[src/rtl/icb_pkg.sv]
// Shared types and field positions of the indirect command/status bridge.
// Assumes the 64-bit command and status word layouts given in the brief.
package icb_pkg;

    typedef enum logic [1:0] {
        IDX_CTRL = 2'd0,
        IDX_RSTR = 2'd1,
        IDX_STAT = 2'd2,
        IDX_DATA = 2'd3
    } win_idx_e;

    localparam int unsigned CMD_RD_BIT    = 48;
    localparam int unsigned STAT_DONE_BIT = 11;
    localparam int unsigned STAT_RD_LSB   = 26;
    localparam int unsigned HALF_W        = 32;

    typedef struct packed {
        logic        rd;
        logic [3:0]  nbytes;
        logic [31:0] addr;
    } cmd_t;

    // Extracts the operation fields from a control-register write.
    function automatic cmd_t decode_cmd(input logic [63:0] w);
        cmd_t c;
        c.rd     = w[CMD_RD_BIT];
        c.nbytes = w[59:56];
        c.addr   = w[31:0];
        return c;
    endfunction

    // Builds the status word for a completed operation.
    function automatic logic [63:0] pack_status(input logic was_rd,
                                                input logic failed,
                                                input logic [31:0] rdat);
        logic [63:0] s;
        s = '0;
        s[STAT_DONE_BIT] = 1'b1;
        if (was_rd) begin
            s[STAT_RD_LSB +: HALF_W] = failed ? {HALF_W{1'b1}} : rdat;
        end
        return s;
    endfunction

endpackage

[src/rtl/icb_host_regs.sv]
// Host-side window decode: data register, registered read mux, launch gate.
// Assumes one-cycle host strobes; index comes from address bits 4:3.
module icb_host_regs
    import icb_pkg::*;
#(
    parameter int unsigned HOST_AW   = 16,
    parameter int unsigned MAX_BYTES = 8
) (
    input  logic               clk,
    input  logic               rst_n,
    input  logic               host_req,
    input  logic               host_we,
    input  logic [HOST_AW-1:0] host_addr,
    input  logic [63:0]        host_wdata,
    output logic [63:0]        host_rdata,
    output logic               host_rvalid,
    input  logic               busy_i,
    input  logic [63:0]        stat_i,
    output logic               launch_o,
    output cmd_t               cmd_o,
    output logic               stat_rd_o,
    output logic [31:0]        data_o
);
    localparam logic [3:0] MAXB = 4'(MAX_BYTES);

    win_idx_e    idx;
    logic        wr_acc, rd_acc;
    logic [31:0] data_q;
    logic        unused_addr;

    assign idx         = win_idx_e'(host_addr[4:3]);
    assign wr_acc      = host_req && host_we;
    assign rd_acc      = host_req && !host_we;
    assign unused_addr = ^{host_addr[HOST_AW-1:5], host_addr[2:0]};
    assign cmd_o       = decode_cmd(host_wdata);
    assign launch_o    = wr_acc && (idx == IDX_CTRL) && !busy_i && (cmd_o.nbytes <= MAXB);
    assign stat_rd_o   = rd_acc && (idx == IDX_STAT);
    assign data_o      = data_q;

    // Data register: keeps the upper half of each write to index 3.
    always_ff @(posedge clk) begin
        if (!rst_n) begin
            data_q <= '0;
        end else if (wr_acc && idx == IDX_DATA) begin
            data_q <= host_wdata[63:32];
        end
    end

    // Registered read mux; status reads as zero while an operation is outstanding.
    always_ff @(posedge clk) begin
        if (!rst_n) begin
            host_rdata  <= '0;
            host_rvalid <= 1'b0;
        end else begin
            host_rvalid <= rd_acc;
            host_rdata  <= '0;
            if (rd_acc) begin
                unique case (idx)
                    IDX_STAT: host_rdata <= busy_i ? 64'd0 : stat_i;
                    IDX_DATA: host_rdata <= {data_q, 32'd0};
                    default:  host_rdata <= '0;
                endcase
            end
        end
    end
endmodule

[src/rtl/icb_status.sv]
// Status register: loaded on completion, cleared on launch and on host read.
// Assumes launch and completion never coincide (launch requires idle).
module icb_status
    import icb_pkg::*;
(
    input  logic        clk,
    input  logic        rst_n,
    input  logic        launch_i,
    input  logic        stat_rd_i,
    input  logic        done_i,
    input  logic        done_rd_i,
    input  logic        done_fail_i,
    input  logic [31:0] done_data_i,
    output logic [63:0] stat_o
);
    // Completion has priority; a dropped command never reaches here.
    always_ff @(posedge clk) begin
        if (!rst_n) begin
            stat_o <= '0;
        end else if (done_i) begin
            stat_o <= pack_status(done_rd_i, done_fail_i, done_data_i);
        end else if (launch_i || stat_rd_i) begin
            stat_o <= '0;
        end
    end
endmodule

[src/rtl/icb_ds_master.sv]
// Downstream request/acknowledge master with a fixed acknowledge time limit.
// Assumes ds_ack is only meaningful while ds_req is high.
module icb_ds_master
    import icb_pkg::*;
#(
    parameter int unsigned TIMEOUT_CYC = 256
) (
    input  logic        clk,
    input  logic        rst_n,
    input  logic        launch_i,
    input  cmd_t        cmd_i,
    input  logic [31:0] data_i,
    output logic        busy_o,
    output logic        ds_req,
    output logic        ds_we,
    output logic [31:0] ds_addr,
    output logic [3:0]  ds_size,
    output logic [31:0] ds_wdata,
    input  logic        ds_ack,
    input  logic [31:0] ds_rdata,
    input  logic        ds_err,
    output logic        done_o,
    output logic        done_rd_o,
    output logic        done_fail_o,
    output logic [31:0] done_data_o
);
    localparam int unsigned CNT_W = $clog2(TIMEOUT_CYC) + 1;
    localparam logic [CNT_W-1:0] LAST = CNT_W'(TIMEOUT_CYC - 1);

    logic [CNT_W-1:0] wait_cnt;
    logic             expired;

    assign expired     = ds_req && !ds_ack && (wait_cnt == LAST);
    assign done_o      = ds_req && (ds_ack || expired);
    assign done_rd_o   = !ds_we;
    assign done_fail_o = !ds_ack || ds_err;
    assign done_data_o = ds_rdata;
    assign busy_o      = ds_req;

    // Request lifetime: rises on launch, falls on acknowledge or expiry.
    always_ff @(posedge clk) begin
        if (!rst_n) begin
            ds_req <= 1'b0;
        end else if (launch_i) begin
            ds_req <= 1'b1;
        end else if (done_o) begin
            ds_req <= 1'b0;
        end
    end

    // Operation fields, captured once per launch and held during the request.
    always_ff @(posedge clk) begin
        if (!rst_n) begin
            ds_we    <= 1'b0;
            ds_addr  <= '0;
            ds_size  <= '0;
            ds_wdata <= '0;
        end else if (launch_i) begin
            ds_we    <= !cmd_i.rd;
            ds_addr  <= cmd_i.addr;
            ds_size  <= cmd_i.nbytes;
            ds_wdata <= data_i;
        end
    end

    // Wait counter: cycles elapsed since the request rose.
    always_ff @(posedge clk) begin
        if (!rst_n || launch_i) begin
            wait_cnt <= '0;
        end else if (ds_req && !done_o) begin
            wait_cnt <= wait_cnt + 1'b1;
        end
    end
endmodule

[src/rtl/icb_bridge.sv]
// Top of the indirect command/status bridge: host window to downstream master.
// Assumes a single host and one outstanding downstream operation at most.
module icb_bridge
    import icb_pkg::*;
#(
    parameter int unsigned HOST_AW     = 16,
    parameter int unsigned MAX_BYTES   = 8,
    parameter int unsigned TIMEOUT_CYC = 256
) (
    input  logic               clk,
    input  logic               rst_n,
    input  logic               host_req,
    input  logic               host_we,
    input  logic [HOST_AW-1:0] host_addr,
    input  logic [63:0]        host_wdata,
    output logic [63:0]        host_rdata,
    output logic               host_rvalid,
    output logic               ds_req,
    output logic               ds_we,
    output logic [31:0]        ds_addr,
    output logic [3:0]         ds_size,
    output logic [31:0]        ds_wdata,
    input  logic               ds_ack,
    input  logic [31:0]        ds_rdata,
    input  logic               ds_err
);
    logic        busy, launch, stat_rd;
    logic        done, done_rd, done_fail;
    logic [31:0] done_data, data_q;
    logic [63:0] stat_q;
    cmd_t        cmd;

    icb_host_regs #(.HOST_AW(HOST_AW), .MAX_BYTES(MAX_BYTES)) u_regs (
        .clk(clk), .rst_n(rst_n),
        .host_req(host_req), .host_we(host_we), .host_addr(host_addr),
        .host_wdata(host_wdata), .host_rdata(host_rdata), .host_rvalid(host_rvalid),
        .busy_i(busy), .stat_i(stat_q), .launch_o(launch), .cmd_o(cmd),
        .stat_rd_o(stat_rd), .data_o(data_q)
    );

    icb_status u_stat (
        .clk(clk), .rst_n(rst_n), .launch_i(launch), .stat_rd_i(stat_rd),
        .done_i(done), .done_rd_i(done_rd), .done_fail_i(done_fail),
        .done_data_i(done_data), .stat_o(stat_q)
    );

    icb_ds_master #(.TIMEOUT_CYC(TIMEOUT_CYC)) u_ds (
        .clk(clk), .rst_n(rst_n), .launch_i(launch), .cmd_i(cmd), .data_i(data_q),
        .busy_o(busy), .ds_req(ds_req), .ds_we(ds_we), .ds_addr(ds_addr),
        .ds_size(ds_size), .ds_wdata(ds_wdata), .ds_ack(ds_ack),
        .ds_rdata(ds_rdata), .ds_err(ds_err), .done_o(done), .done_rd_o(done_rd),
        .done_fail_o(done_fail), .done_data_o(done_data)
    );
endmodule

[config.mk]
export PLATFORM = sky130hd
export DESIGN_NAME = icb_bridge
export DESIGN_NICKNAME = d
export VERILOG_FILES = /design/src/rtl/icb_pkg.sv /design/src/rtl/icb_host_regs.sv /design/src/rtl/icb_status.sv /design/src/rtl/icb_ds_master.sv /design/src/rtl/icb_bridge.sv
export SDC_FILE = /design/constraint.sdc
export NUM_CORES = 1
export LEC_CHECK = 0
export ABC_AREA = 0
export BUFFER_PORTS_ARGS = -buffer_cell sky130_fd_sc_hd__buf_2
export CAP_MARGIN = 20
export CELL_PAD_IN_SITES_DETAIL_PLACEMENT = 0
export CELL_PAD_IN_SITES_GLOBAL_PLACEMENT = 2
export CORE_MARGIN = 2
export CORE_UTILIZATION = 28
export DETAILED_ROUTE_END_ITERATION = 10
export PLACE_DENSITY_LB_ADDON = 0.1
export SYNTH_ARGS = -nofsm -noshare
export SYNTH_HDL_FRONTEND = slang
export SYNTH_SLANG_ARGS = --single-unit
[constraint.sdc]
create_clock -name clk -period 2.37 [get_ports clk]
set_input_delay 0 -clock clk [delete_from_list [all_inputs] [get_ports clk]]
set_output_delay 0 -clock clk [all_outputs]
set_load 0.05 [all_outputs]
==> metrics.txt <==
Worst EP required 2.73 ns; number of I/O pins 253; crit path kind reg -> reg; CTS max path bufs 2; EDFF count, synth 0; DRC 0; clock skew 0.01186 ns; CTS tree yes; Detailed Route Iter0 Violations 333; Via-to-Cell Ratio 4.408; core area 24960 sq um; Critical path buffers and inverters 0; Die Y 162.9 um; antenna violations before repair 1; Yosys cell types 42; max-slew violations 0; First-pass DRT Iterations 4; Top delay family on crit path simple AND/OR/NAND/NOR gates; DRT antenna net count 0; placed cell count 1296; fmax 0.4541 GHz; synthesized flop and latch total 184; Starting Density 28.32%; hpwl dp 15110 um; Layout Utilization 39.55%; slowest cell delay on critical path 0.53 ns; relative slew slack 53.80%; final non-filler cell total 1426; Crit path top cell by count ha_1; status finished, final reports clean; Final Hold Fails 0; vias in the first global route 5972; slowest CP cell or4_4; Mapped Cells 801; setup violators final 0; Total GRT Usage 16.36%; Routability Congestion 0.7015; TNS Setup 0 ns; Data arrival, critical path 2.56 ns; Startpoint Class flop; routed length per placed instance 15.57 um; fin nets 1203; P per Cell Area 667.7 nW/um^2; DRT Wirelength 22210 um; unrepaired setup endpoints after global routing no; worst slew pin tran 0.6930 ns; share of cells above drive strength 1 24.64%; syn_area_per_cell 8.826 sq um; endpoint class of the critical path flop; pre-CTS WS 0.2018 ns; predominant post-synthesis flop cell dfxtp_1; MaxCap Viol Count 0; critical-path maximum fanout 11; Clock Sinks 184; CP Cell Sequence ha_1 > nand3_1 > nor2_1 > ha_1 > or3b_1 > or4_4 > a21oi_2; Tcrit/Tclk final 92.92%; highest ir drop seen on vdd 0.0003319 V; Tmin final 2.202 ns; Syn Std Cell Area 7069 sq um; ant diodes 0; CTS root buf clkbuf_16; pin count of the biggest net entering global routing 73; H-tree level count 4; WHS 0.01702 ns; clock transition at the registers of the reported paths 0.07 ns; post-synthesis sequential area ratio 52.11%; TritonCTS Buffers 17; full die area 26530 sq um; first-pass GRT wire length 33550 um; Remaining Overflow, GRT 0; asr flop ratio synth 0%; vias post-DR 6286; I/O Buffers 213; Static Leak 0.004097 uW; Worst-Skew Late Latency 0.43 ns; final setup margin 0.1679 ns; HP Class in -> reg; Die W 162.9 um; Cell Rows 58; Area Growth Syn to Fin 39.66%; Ys Warns 0
==> path summary, 6_finish.rpt <==
path / slack (ns) / from / depth (start not counted) / endpoint
max: 0.17 / u_ds.wait_cnt[0]$_SDFFE_PP0P_ / 7 / u_ds.wait_cnt[7]$_SDFFE_PP0P_
min: 0.02 / rst_n / 3 / u_ds.ds_wdata[5]$_SDFFE_PN0P_
max reg2reg: 0.17 / u_ds.wait_cnt[0]$_SDFFE_PP0P_ / 7 / u_ds.wait_cnt[7]$_SDFFE_PP0P_
min reg2reg: 0.45 / u_ds.ds_wdata[10]$_SDFFE_PN0P_ / 2 / u_ds.ds_wdata[10]$_SDFFE_PN0P_
==> cell usage in the layout, fill, tap and decap left out, drive strengths merged <==
cell type,count
o21a,1
o22ai,34
nand2,204
bufinv,1
o211a,1
o41ai,1
a211oi,1
dfxtp,184
nand2b,2
nand4,3
inv,11
o31ai,3
nand4bb,1
nand3,36
nor2,61
a21oi,43
or2,2
dlygate4sd3,98
o21ai,4
o31a,1
or4,4
ha,2
or3b,1
nor3b,6
and3,13
conb,25
buf,231
nand3b,1
mux2i,67
and4,1
clkinvlp,4
and2,1
xnor2,1
nor4,1
or3,4
clkbuf,20
a22oi,22
==> cells in the mapped netlist, types with 11 or more instances <==
| cell | count | share of area (%) |
|---|---|---|
| a21oi_1 | 42 | 3.0 |
| nand3_1 | 36 | 2.5 |
| mux2i_1 | 67 | 9.5 |
| dfxtp_1 | 184 | 52 |
| o22ai_1 | 34 | 3.0 |
| clkbuf_1 | 44 | 2.3 |
| nand2_1 | 204 | 11 |
| buf_4 | 26 | 2.8 |
| nor2_1 | 61 | 3.2 |
| buf_2 | 11 | 0.78 |
| and3_1 | 13 | 1.2 |
| a22oi_1 | 22 | 2.3 |
==> state kept, by name, indices dropped and copies added (netlist names) <==
register,flops
u_regs.data_o,32
u_ds.ds_wdata,32
u_ds.ds_addr,32
u_ds.wait_cnt,9
u_regs.host_rdata,39
u_ds.busy_o,1
u_regs.host_rvalid,1
u_stat.stat_o,33
u_ds.ds_size,4
u_ds.ds_we,1
==> metal layers <==
metal	up-vias	GRT usage (%)	share of wire, %
li1	3209	-	-
met1	2898	22.88	49
met2	167	25.60	45
met3	12	3.616	5.1
met4	0	3.982	0.81
met5	-	0	0
==> kinds of logic after synthesis <==
| family | share of synthesized area (%) |
|---|---|
| AOI/OAI and AO/OA | 9.911 |
| xor gates and xnor gates | 0.1239 |
| adders and majority gates | 0.3539 |
| buffers and inverters | 7.416 |
| DFF | 52.11 |
| muxes | 9.487 |
| other | 0.05305 |
| and+or+nand+nor | 20.55 |
==> stage by stage <==
step	cell area [sq um]	power, uW
final	9873	6592
after floorplan	7159	3547
after global routing	9873	6876
after detailed placement	8307	3689
after CTS	9873	6699
after global placement	8307	3690
==> layout make-up <==
class | count | area (sq um)
clock inverter | 12 | 128.9
clock buffer | 20 | 456.7
tap | 330 | 412.9
timing repair buffer | 329 | 2210
fill | 2628 | 15090
sequential | 184 | 3684
multi-input combinational | 547 | 2967
inverter | 4 | 15.01
==> worst register-to-register path: stages (launching register included) <==
cell and delay [ns]:
dfxtp_1 0.34, ha_1 0.26, nand3_1 0.10, nor2_1 0.04, ha_1 0.22, or3b_1 0.52
or4_4 0.53, a21oi_2 0.13
==> report_power, final <==
part,total [uW],switching [uW],internal (uW)
Combinational,601,362,239
Sequential,3140,21.6,3120
Clock,2850,1310,1540
Total,6590,1690,4900
==> what timing repair did <==
item | in CTS | in global routing
setup buffers | 0 | 0
hold endpoints to repair | 105 | 0
endpoints found under the setup margin | 0 | 0
resized for setup | 0 | 0
hold buffers | 98 | 0
Power figures use the tool's default switching activity.
